## src/rtl/i2c_cmd_pkg.sv

```systemverilog
package i2c_cmd_pkg;

    localparam logic [7:0] FILL_BYTE = 8'hEC;

    typedef enum logic [2:0] {
        C_IDLE,
        C_RX,
        C_DISP,
        C_WAITR,
        C_SEND
    } ctl_state_e;

    typedef enum logic [2:0] {
        T_IDLE,
        T_RES,
        T_LEN,
        T_PAY,
        T_SUM
    } tx_phase_e;

    typedef struct packed {
        logic [7:0] code;
        logic [7:0] ver;
        logic [7:0] len;
        logic       legacy;
        logic       bad;
    } cmd_hdr_t;

    function automatic logic [7:0] add8(input logic [7:0] a, input logic [7:0] b);
        return a + b;
    endfunction

endpackage

```

## src/rtl/i2c_cmd_rxframe.sv

```systemverilog
module i2c_cmd_rxframe
    import i2c_cmd_pkg::*;
#(
    parameter logic [7:0] VBASE     = 8'hDA,
    parameter int         PRM_DEPTH = 252,
    parameter int         PIW       = 8
) (
    input  logic           clk,
    input  logic           rst,
    input  logic           clr,
    input  logic           rx_en,
    input  logic [7:0]     rx_byte,
    input  logic [PIW-1:0] prm_idx,
    output logic [7:0]     prm_data,
    output cmd_hdr_t       hdr,
    output logic           has_data
);
    localparam int FRM_DEPTH = PRM_DEPTH + 4;
    localparam int AW        = $clog2(FRM_DEPTH);
    localparam int CW        = $clog2(FRM_DEPTH + 1) + 1;

    logic [7:0]    mem [FRM_DEPTH];
    logic [CW-1:0] cnt;
    logic [7:0]    b0, b1, blen, sum;
    logic          seen, ok, ovf;
    logic          is_new;
    logic [CW-1:0] sum_end, rd_idx;

    assign is_new  = (b0 >= VBASE);
    assign sum_end = CW'(blen) + CW'(3);

    always_ff @(posedge clk) begin
        if (rst || clr) begin
            cnt  <= '0;
            b0   <= '0;
            b1   <= '0;
            blen <= '0;
            sum  <= '0;
            seen <= 1'b0;
            ok   <= 1'b0;
            ovf  <= 1'b0;
        end else if (rx_en) begin
            if (cnt < CW'(FRM_DEPTH)) begin
                cnt <= cnt + 1'b1;
                if (cnt == CW'(0)) b0   <= rx_byte;
                if (cnt == CW'(1)) b1   <= rx_byte;
                if (cnt == CW'(2)) blen <= rx_byte;
                if (cnt < CW'(3) || cnt < sum_end) begin
                    sum <= add8(sum, rx_byte);
                end else if (cnt == sum_end && !seen) begin
                    seen <= 1'b1;
                    ok   <= (rx_byte == sum);
                end
            end else begin
                ovf <= 1'b1;
            end
        end
    end

    always_ff @(posedge clk) begin
        if (rx_en && cnt < CW'(FRM_DEPTH)) mem[cnt[AW-1:0]] <= rx_byte;
    end

    assign rd_idx   = CW'(prm_idx) + (is_new ? CW'(3) : CW'(1));
    assign prm_data = (rd_idx < CW'(FRM_DEPTH)) ? mem[rd_idx[AW-1:0]] : 8'h00;

    always_comb begin
        hdr.legacy = !is_new;
        hdr.code   = is_new ? b1 : b0;
        hdr.ver    = is_new ? (b0 - VBASE) : 8'h00;
        hdr.len    = is_new ? blen : 8'(PRM_DEPTH);
        hdr.bad    = ovf || (is_new && !(seen && ok));
    end

    assign has_data = (cnt != '0);

    // a byte arriving on a full buffer marks the frame bad
    p_full_drop_r10: assert property (@(posedge clk) disable iff (rst)
        (rx_en && !clr && cnt == CW'(FRM_DEPTH)) |=> hdr.bad);

    // once the checksum position is reached in a framed request, the count stays consistent
    p_seen_after_len_r3: assert property (@(posedge clk) disable iff (rst)
        (seen && !clr) |-> (cnt > sum_end));

endmodule

```

## src/rtl/i2c_cmd_txframe.sv

```systemverilog
module i2c_cmd_txframe
    import i2c_cmd_pkg::*;
(
    input  logic       clk,
    input  logic       rst,
    input  logic       start,
    input  logic       abort,
    input  logic [7:0] result,
    input  logic [7:0] len,
    input  logic       legacy,
    input  logic       tx_req,
    input  logic [7:0] pay_data,
    output logic [7:0] tx_data,
    output logic [7:0] pay_idx,
    output logic       active
);
    tx_phase_e  phase;
    logic [7:0] pcnt, sum, res_q, len_q;
    logic       leg_q;

    always_ff @(posedge clk) begin
        if (rst || abort) begin
            phase <= T_IDLE;
            pcnt  <= '0;
            sum   <= '0;
            res_q <= '0;
            len_q <= '0;
            leg_q <= 1'b0;
        end else if (start) begin
            phase <= T_RES;
            pcnt  <= '0;
            sum   <= '0;
            res_q <= result;
            len_q <= len;
            leg_q <= legacy;
        end else if (tx_req) begin
            unique case (phase)
                T_RES: begin
                    sum <= leg_q ? 8'h00 : res_q;
                    if (!leg_q)             phase <= T_LEN;
                    else if (len_q == 8'd0) phase <= T_SUM;
                    else                    phase <= T_PAY;
                end
                T_LEN: begin
                    sum   <= add8(sum, len_q);
                    phase <= (len_q == 8'd0) ? T_SUM : T_PAY;
                end
                T_PAY: begin
                    sum  <= add8(sum, pay_data);
                    pcnt <= pcnt + 8'd1;
                    if (pcnt == len_q - 8'd1) phase <= T_SUM;
                end
                T_SUM:   phase <= T_IDLE;
                default: phase <= T_IDLE;
            endcase
        end
    end

    always_comb begin
        unique case (phase)
            T_RES:   tx_data = res_q;
            T_LEN:   tx_data = len_q;
            T_PAY:   tx_data = pay_data;
            T_SUM:   tx_data = sum;
            default: tx_data = FILL_BYTE;
        endcase
    end

    assign pay_idx = pcnt;
    assign active  = (phase != T_IDLE);

    // a legacy response never emits a length byte
    p_no_len_legacy_r6: assert property (@(posedge clk) disable iff (rst)
        leg_q |-> (phase != T_LEN));

    // payload index stays inside the announced length
    p_pay_bound_r5: assert property (@(posedge clk) disable iff (rst)
        (phase == T_PAY) |-> (pcnt < len_q));

endmodule

```

## src/rtl/i2c_cmd_target.sv

```systemverilog
module i2c_cmd_target
    import i2c_cmd_pkg::*;
#(
    parameter logic [6:0] TARGET_ADDR = 7'h1E,
    parameter logic [7:0] VBASE       = 8'hDA,
    parameter logic [7:0] RES_BAD_SUM = 8'h08,
    parameter int         PRM_DEPTH   = 252,
    parameter int         PIW         = $clog2(PRM_DEPTH)
) (
    input  logic           clk,
    input  logic           rst,
    input  logic           bus_addr_stb,
    input  logic [6:0]     bus_addr,
    input  logic           bus_rd,
    output logic           addr_hit,
    input  logic           rx_stb,
    input  logic [7:0]     rx_data,
    input  logic           tx_req,
    output logic [7:0]     tx_data,
    input  logic           stop_stb,
    input  logic           nack_stb,
    output logic           cmd_valid,
    input  logic           cmd_ready,
    output logic [7:0]     cmd_code,
    output logic [7:0]     cmd_ver,
    output logic [7:0]     cmd_len,
    output logic           cmd_legacy,
    output logic           cmd_csum_bad,
    input  logic [PIW-1:0] prm_idx,
    output logic [7:0]     prm_data,
    input  logic           rsp_valid,
    output logic           rsp_ready,
    input  logic [7:0]     rsp_result,
    input  logic [7:0]     rsp_len,
    output logic [7:0]     pay_idx,
    input  logic [7:0]     pay_data
);
    ctl_state_e state;
    logic       pending;
    cmd_hdr_t   hdr;
    logic       has_data, rx_clr, rx_en, tx_start, tx_abort, tx_active;
    logic       addr_miss;

    assign addr_hit  = bus_addr_stb && (bus_addr == TARGET_ADDR);
    assign addr_miss = bus_addr_stb && (bus_addr != TARGET_ADDR);
    assign rx_clr    = addr_hit && !bus_rd;
    assign rx_en     = rx_stb && (state == C_RX);
    assign cmd_valid = (state == C_DISP);
    assign rsp_ready = (state == C_WAITR);
    assign tx_start  = rsp_valid && rsp_ready && !stop_stb;
    assign tx_abort  = stop_stb || nack_stb || bus_addr_stb;

    always_ff @(posedge clk) begin
        if (rst) begin
            state   <= C_IDLE;
            pending <= 1'b0;
        end else if (stop_stb) begin
            if (state == C_RX) pending <= has_data;
            state <= C_IDLE;
        end else if (addr_miss) begin
            state <= C_IDLE;
        end else if (addr_hit) begin
            if (!bus_rd) begin
                state   <= C_RX;
                pending <= 1'b0;
            end else begin
                state <= pending ? C_DISP : C_IDLE;
            end
        end else begin
            unique case (state)
                C_DISP:  if (cmd_ready) begin
                             pending <= 1'b0;
                             state   <= C_WAITR;
                         end
                C_WAITR: if (rsp_valid) state <= C_SEND;
                C_SEND:  if (nack_stb) state <= C_IDLE;
                default: ;
            endcase
        end
    end

    i2c_cmd_rxframe #(
        .VBASE     (VBASE),
        .PRM_DEPTH (PRM_DEPTH),
        .PIW       (PIW)
    ) i_rx (
        .clk      (clk),
        .rst      (rst),
        .clr      (rx_clr),
        .rx_en    (rx_en),
        .rx_byte  (rx_data),
        .prm_idx  (prm_idx),
        .prm_data (prm_data),
        .hdr      (hdr),
        .has_data (has_data)
    );

    i2c_cmd_txframe i_tx (
        .clk      (clk),
        .rst      (rst),
        .start    (tx_start),
        .abort    (tx_abort),
        .result   (hdr.bad ? RES_BAD_SUM : rsp_result),
        .len      (rsp_len),
        .legacy   (hdr.legacy),
        .tx_req   (tx_req && state == C_SEND),
        .pay_data (pay_data),
        .tx_data  (tx_data),
        .pay_idx  (pay_idx),
        .active   (tx_active)
    );

    assign cmd_code     = hdr.code;
    assign cmd_ver      = hdr.ver;
    assign cmd_len      = hdr.len;
    assign cmd_legacy   = hdr.legacy;
    assign cmd_csum_bad = hdr.bad;

    // a command only becomes pending on a stop
    p_pend_on_stop_r8: assert property (@(posedge clk) disable iff (rst)
        $rose(pending) |-> $past(stop_stb));

    // an offered command is held until accepted
    p_hold_cmd_r8: assert property (@(posedge clk) disable iff (rst)
        (cmd_valid && !cmd_ready && !stop_stb && !bus_addr_stb) |=> cmd_valid);

    // a read with nothing pending is never dispatched
    p_no_disp_r7: assert property (@(posedge clk) disable iff (rst)
        (addr_hit && bus_rd && !pending && !stop_stb) |=> !cmd_valid);

    // serialisation only runs after the response handshake
    p_tx_after_rsp_r11: assert property (@(posedge clk) disable iff (rst)
        $rose(tx_active) |-> $past(rsp_valid && rsp_ready));

endmodule

```

## config.mk

```make
export PLATFORM = sky130hd
export DESIGN_NAME = i2c_cmd_target
export DESIGN_NICKNAME = d
export VERILOG_FILES = /design/src/rtl/i2c_cmd_pkg.sv /design/src/rtl/i2c_cmd_rxframe.sv /design/src/rtl/i2c_cmd_txframe.sv /design/src/rtl/i2c_cmd_target.sv
export SDC_FILE = /design/constraint.sdc
export NUM_CORES = 2
export LEC_CHECK = 0
export BUFFER_PORTS_ARGS = -buffer_cell sky130_fd_sc_hd__buf_2
export CORE_UTILIZATION = 40
export CTS_CLUSTER_DIAMETER = 50
export CTS_CLUSTER_SIZE = 28
export DETAILED_ROUTE_END_ITERATION = 12
export PLACE_DENSITY = 0.58
export REMOVE_ABC_BUFFERS = 1
export SYNTH_ARGS = -nofsm -noshare
export SYNTH_HDL_FRONTEND = slang
export SYNTH_SLANG_ARGS = --single-unit
export TNS_END_PERCENT = 10
```

## constraint.sdc

```tcl
create_clock -name clk -period 6.9 [get_ports clk]
set_clock_uncertainty 0.1 [all_clocks]
set_input_delay 1.38 -clock clk [delete_from_list [all_inputs] [get_ports clk]]
set_output_delay 1.38 -clock clk [all_outputs]
set_load 0.01 [all_outputs]
```

==> metrics <==
layout cells sized above 1=0.286; met1 wire length=88,000 µm; part of the Yosys area used for sequential elements=0.747; status=finished clean; height of the die=462 µm; commonest register cell after synthesis=sky130_fd_sc_hd__edfxtp_1; clock tree from TritonCTS=done; filler cell count in the final layout=17,702; vias in the first global route=40,985; R2R setup slack=~2.9 ns; total area of sequential cells=63,200 µm²; fraction of synthesis flops using an asynchronous set or reset pin=0; depth of the most critical reg-to-reg path=6; endpoint type of the worst setup path=primary output; total gr overflow=0; via-per-instance ratio=5.71; capture point of the worst reg-to-reg path=i_rx.mem[147][7]$_DFFE_PP_; post-DR wirelength/cell=29.1 µm; antenna-violating nets left=0; Hold Path Origin=i_rx.b1[6]$_SDFFE_PP0P_; number of enable-type register cells in the synthesized netlist=2,048; number of storage elements in the synthesis netlist=2,133; final RePlAce weighted congestion=around 0.81; WP data required=5.42 ns; wire length on met3=~17,000 µm; worst slew margin relative to its limit=0.223; die outline area=213,000 µm²; Sum Neg Setup Slack=0 ns; detailed route wirelength on metal2=98,800 µm; type of the most critical hold path=register to register; transition at the pin with the smallest max-transition slack=1.16 ns; number of distinct library cell variants in the gate-level netlist after synthesis=70; final cell count without fillers=7,178; clk root buf=sky130_fd_sc_hd__clkbuf_16; count of TritonRoute iterations in the first routing pass=5; Static Leakage=29.2 nW; uppermost metal layer occupied by signal nets=met5; maximum ir drop on the vdd rail=0.243 mV; Sinks on Clock Net=about 2,100; final setup fails=0; power density relative to cell area=273 nW/µm²; relative area change from synthesis to final layout=12.6%; iteration-0 DRC count of the detailed router=4,986; detailed placement HPWL=125,000 µm; setup repair after global routing missed its margin=yes; die extent in x=~460 µm; maximum number of pins on one net before global-route repair=170; maximum fanout along the worst path=19; kind of start point of the critical path=register; power after layout=26.0 mW; number of vias after detailed routing=a little over 40,000; Inst Count DP=6,851; Tmin final=6.80 ns; period utilisation layout=0.985; cts bufs inserted=about 160; most frequent cells in the layout=2,048 x sky130_fd_sc_hd__edfxtp_1, 635 x sky130_fd_sc_hd__mux4_2, 336 x sky130_fd_sc_hd__nor2_1; Mapped Area=between 80,000 and 90,000 µm²; most common cell after layout, fill and taps aside=sky130_fd_sc_hd__edfxtp_1; CTS hold repair buffers=0; area of combinational cells with multiple inputs=20,300 µm²; category of the critical setup timing path=register to primary output; clk slew on worst S/H paths=0.08 ns; global-route wire length before repair=299,000 µm; Post-layout nets=4,325; routed wire length=about 210,000 µm; fin. max-slew vios=0; Synth Warn #=0; count of endpoints failing hold in the final timing report=0; IO Port Bufs=108; cell count of the worst hold path=2; per-instance average area after synthesis=~21 µm²; Max Fclk=0.147 GHz; number of antenna violations at the first check in global routing=15; standard-cell rows=between 150 and 200; standard cell core area=210,000 µm²; worst min-delay path endpoint=i_rx.b1[6]$_SDFFE_PP0P_; Max Cap Violations=0; post-detailed-route DRC marker count=0; number of top-level pins=110; overall global routing resource usage=0.196; effective utilization at floorplan=0.403; Skew-Pair Late Insertion Delay=0.82 ns; fin util=0.454; Worst EP arrival=approximately 5.3 ns; deepest level of the CTS H-tree=4; clock buffer depth=3; worst hold margin=0.359 ns; gate count of the mapped netlist=4,040; reg2reg start=state[0]$_SDFFE_PP0P_
[worst max path at each step]
stage / slack (ns) / end / from / cells past startpoint
finish: 0.10 / prm_data[5] / i_rx.b0[1]$_SDFFE_PP0P_ / 15
global route: -0.10 / prm_data[6] / i_rx.b0[1]$_SDFFE_PP0P_ / 15
CTS: 0.003 / prm_data[6] / i_rx.b0[3]$_SDFFE_PP0P_ / 16
detailed placement: -0.16 / prm_data[6] / prm_idx[0] / 14
global placement: -0.19 / prm_data[6] / prm_idx[0] / 14
floorplan: -11.15 / prm_data[6] / prm_idx[1] / 7
[per-layer routing]
metal | global-route usage | vias to the layer above
met2 | 0.304 | 1602
met4 | 0.0495 | 4
li1 | - | 17127
met3 | 0.0450 | 235
met5 | 0 | -
met1 | 0.280 | 21991
[cell usage after synthesis, types with 3 or more instances]
cell type / number / share of area
sky130_fd_sc_hd__nand2b_1: 14 / 0.0010
sky130_fd_sc_hd__mux4_2: 635 / 0.17
sky130_fd_sc_hd__xor2_1: 27 / 0.0028
sky130_fd_sc_hd__o22a_1: 5 / 0.00052
sky130_fd_sc_hd__a21oi_1: 69 / 0.0041
sky130_fd_sc_hd__a21o_1: 6 / 0.00053
sky130_fd_sc_hd__and3_1: 11 / 0.00081
sky130_fd_sc_hd__edfxtp_1: 2048 / 0.73
sky130_fd_sc_hd__a211oi_1: 11 / 0.00098
sky130_fd_sc_hd__o22ai_1: 9 / 0.00067
sky130_fd_sc_hd__o21ai_0: 38 / 0.0022
sky130_fd_sc_hd__or2_2: 3 / 0.00022
sky130_fd_sc_hd__inv_1: 23 / 0.0010
sky130_fd_sc_hd__a2111oi_0: 7 / 0.00072
sky130_fd_sc_hd__o221ai_1: 5 / 0.00052
sky130_fd_sc_hd__nor3b_1: 8 / 0.00071
sky130_fd_sc_hd__a22o_1: 7 / 0.00072
sky130_fd_sc_hd__nand2_1: 154 / 0.0068
sky130_fd_sc_hd__mux2_2: 10 / 0.0013
sky130_fd_sc_hd__o21a_1: 3 / 0.00027
sky130_fd_sc_hd__clkbuf_1: 121 / 0.0054
sky130_fd_sc_hd__o21bai_1: 5 / 0.00044
sky130_fd_sc_hd__buf_6: 22 / 0.0029
sky130_fd_sc_hd__and2_1: 3 / 0.00022
sky130_fd_sc_hd__fa_1: 3 / 0.00071
sky130_fd_sc_hd__nor3_1: 12 / 0.00071
sky130_fd_sc_hd__a221o_1: 6 / 0.00071
sky130_fd_sc_hd__a22oi_1: 10 / 0.00089
sky130_fd_sc_hd__mux2i_1: 39 / 0.0046
sky130_fd_sc_hd__or3_1: 8 / 0.00059
sky130_fd_sc_hd__buf_4: 33 / 0.0029
sky130_fd_sc_hd__xnor2_1: 26 / 0.0027
sky130_fd_sc_hd__buf_1: 9 / 0.00040
sky130_fd_sc_hd__nand3_1: 66 / 0.0039
sky130_fd_sc_hd__ha_1: 32 / 0.0047
sky130_fd_sc_hd__nor2b_1: 14 / 0.0010
sky130_fd_sc_hd__and4_1: 3 / 0.00031
sky130_fd_sc_hd__a31oi_1: 5 / 0.00037
sky130_fd_sc_hd__dfxtp_1: 85 / 0.020
sky130_fd_sc_hd__nor2_1: 336 / 0.015
sky130_fd_sc_hd__nand4_1: 10 / 0.00074
sky130_fd_sc_hd__nor4_1: 8 / 0.00059
sky130_fd_sc_hd__buf_2: 45 / 0.0027
sky130_fd_sc_hd__o211ai_1: 16 / 0.0014
[final cells by class]
type | instances | share of cell area
Sequential cell | 2133 | 0.664
Inverter | 24 | 0.000946
Clock inverter | 130 | 0.0166
Antenna cell | 3 | 0.0000788
Timing Repair Buffer | 264 | 0.0256
Tap cell | 2805 | 0.0369
Clock buffer | 167 | 0.0428
Multi-Input combinational cell | 1652 | 0.213
[worst max-delay path, cell delays in order, from the launching register on]
cell,delay (ns)
sky130_fd_sc_hd__dfxtp_2,0.38
sky130_fd_sc_hd__nor2_1,0.07
sky130_fd_sc_hd__o21bai_2,0.19
sky130_fd_sc_hd__and3_4,0.35
sky130_fd_sc_hd__fa_4,0.71
sky130_fd_sc_hd__buf_12,0.19
sky130_fd_sc_hd__buf_4,0.17
sky130_fd_sc_hd__clkbuf_16,0.21
sky130_fd_sc_hd__mux4_2,0.24
sky130_fd_sc_hd__mux4_2,0.31
sky130_fd_sc_hd__or3_1,0.13
sky130_fd_sc_hd__o221ai_1,0.10
sky130_fd_sc_hd__buf_4,0.18
sky130_fd_sc_hd__a2111oi_2,0.85
sky130_fd_sc_hd__a221o_1,0.27
sky130_fd_sc_hd__buf_2,0.15
[power by group]
| part | total (mW) | switching [mW] | internal (mW) |
|---|---|---|---|
| Clock | 9.99 | 5.20 | 4.78 |
| Combinational | 1.81 | 1.04 | 0.770 |
| Sequential | 14.2 | 0.0000343 | 14.2 |
| Total | 26.0 | 6.24 | 19.7 |
[per-stage QoR]
| step | setup WS, ns | cell area, µm² |
|---|---|---|
| 2_1_floorplan | -11.15 | 83300 |
| 4_1_cts | 0.00329 | 94800 |
| 5_1_grt | -0.101 | 95200 |
| 6_report | 0.100 | 95200 |
| 3_5_place_dp | -0.161 | 89000 |
| 3_3_place_gp | -0.191 | 89000 |
[flip-flops by register name, summed over array words and instances (netlist names), 8 cells and up]
| register | flops |
|---|---|
| i_rx.b0 | 8 |
| i_rx.mem | 2048 |
| i_rx.blen | 8 |
| i_tx.sum | 8 |
| i_rx.sum | 8 |
| i_tx.pay_idx | 8 |
| i_tx.res_q | 8 |
| i_rx.cnt | 10 |
| i_tx.len_q | 8 |
| i_rx.b1 | 8 |
[logic make-up after synthesis]
kind of cell | count (synthesis) | synth area share
other cells | 1 | 0.0000443
simple gates | 657 | 0.0334
mux | 684 | 0.175
flops | 2133 | 0.747
fa+ha+maj | 35 | 0.00544
buf+inv | 255 | 0.0155
compound gates | 219 | 0.0171
xor+xnor | 56 | 0.00607
[what timing repair did]
item                                    CTS  global route
hold endpoints to repair                  0             0
endpoints found under the setup margin    8             7
gates cloned                              3             5
buffers inserted                          3            16
resized for setup                        13            26
pin swaps                                 4             6
Note: power is estimated with default switching activity, not from simulation.
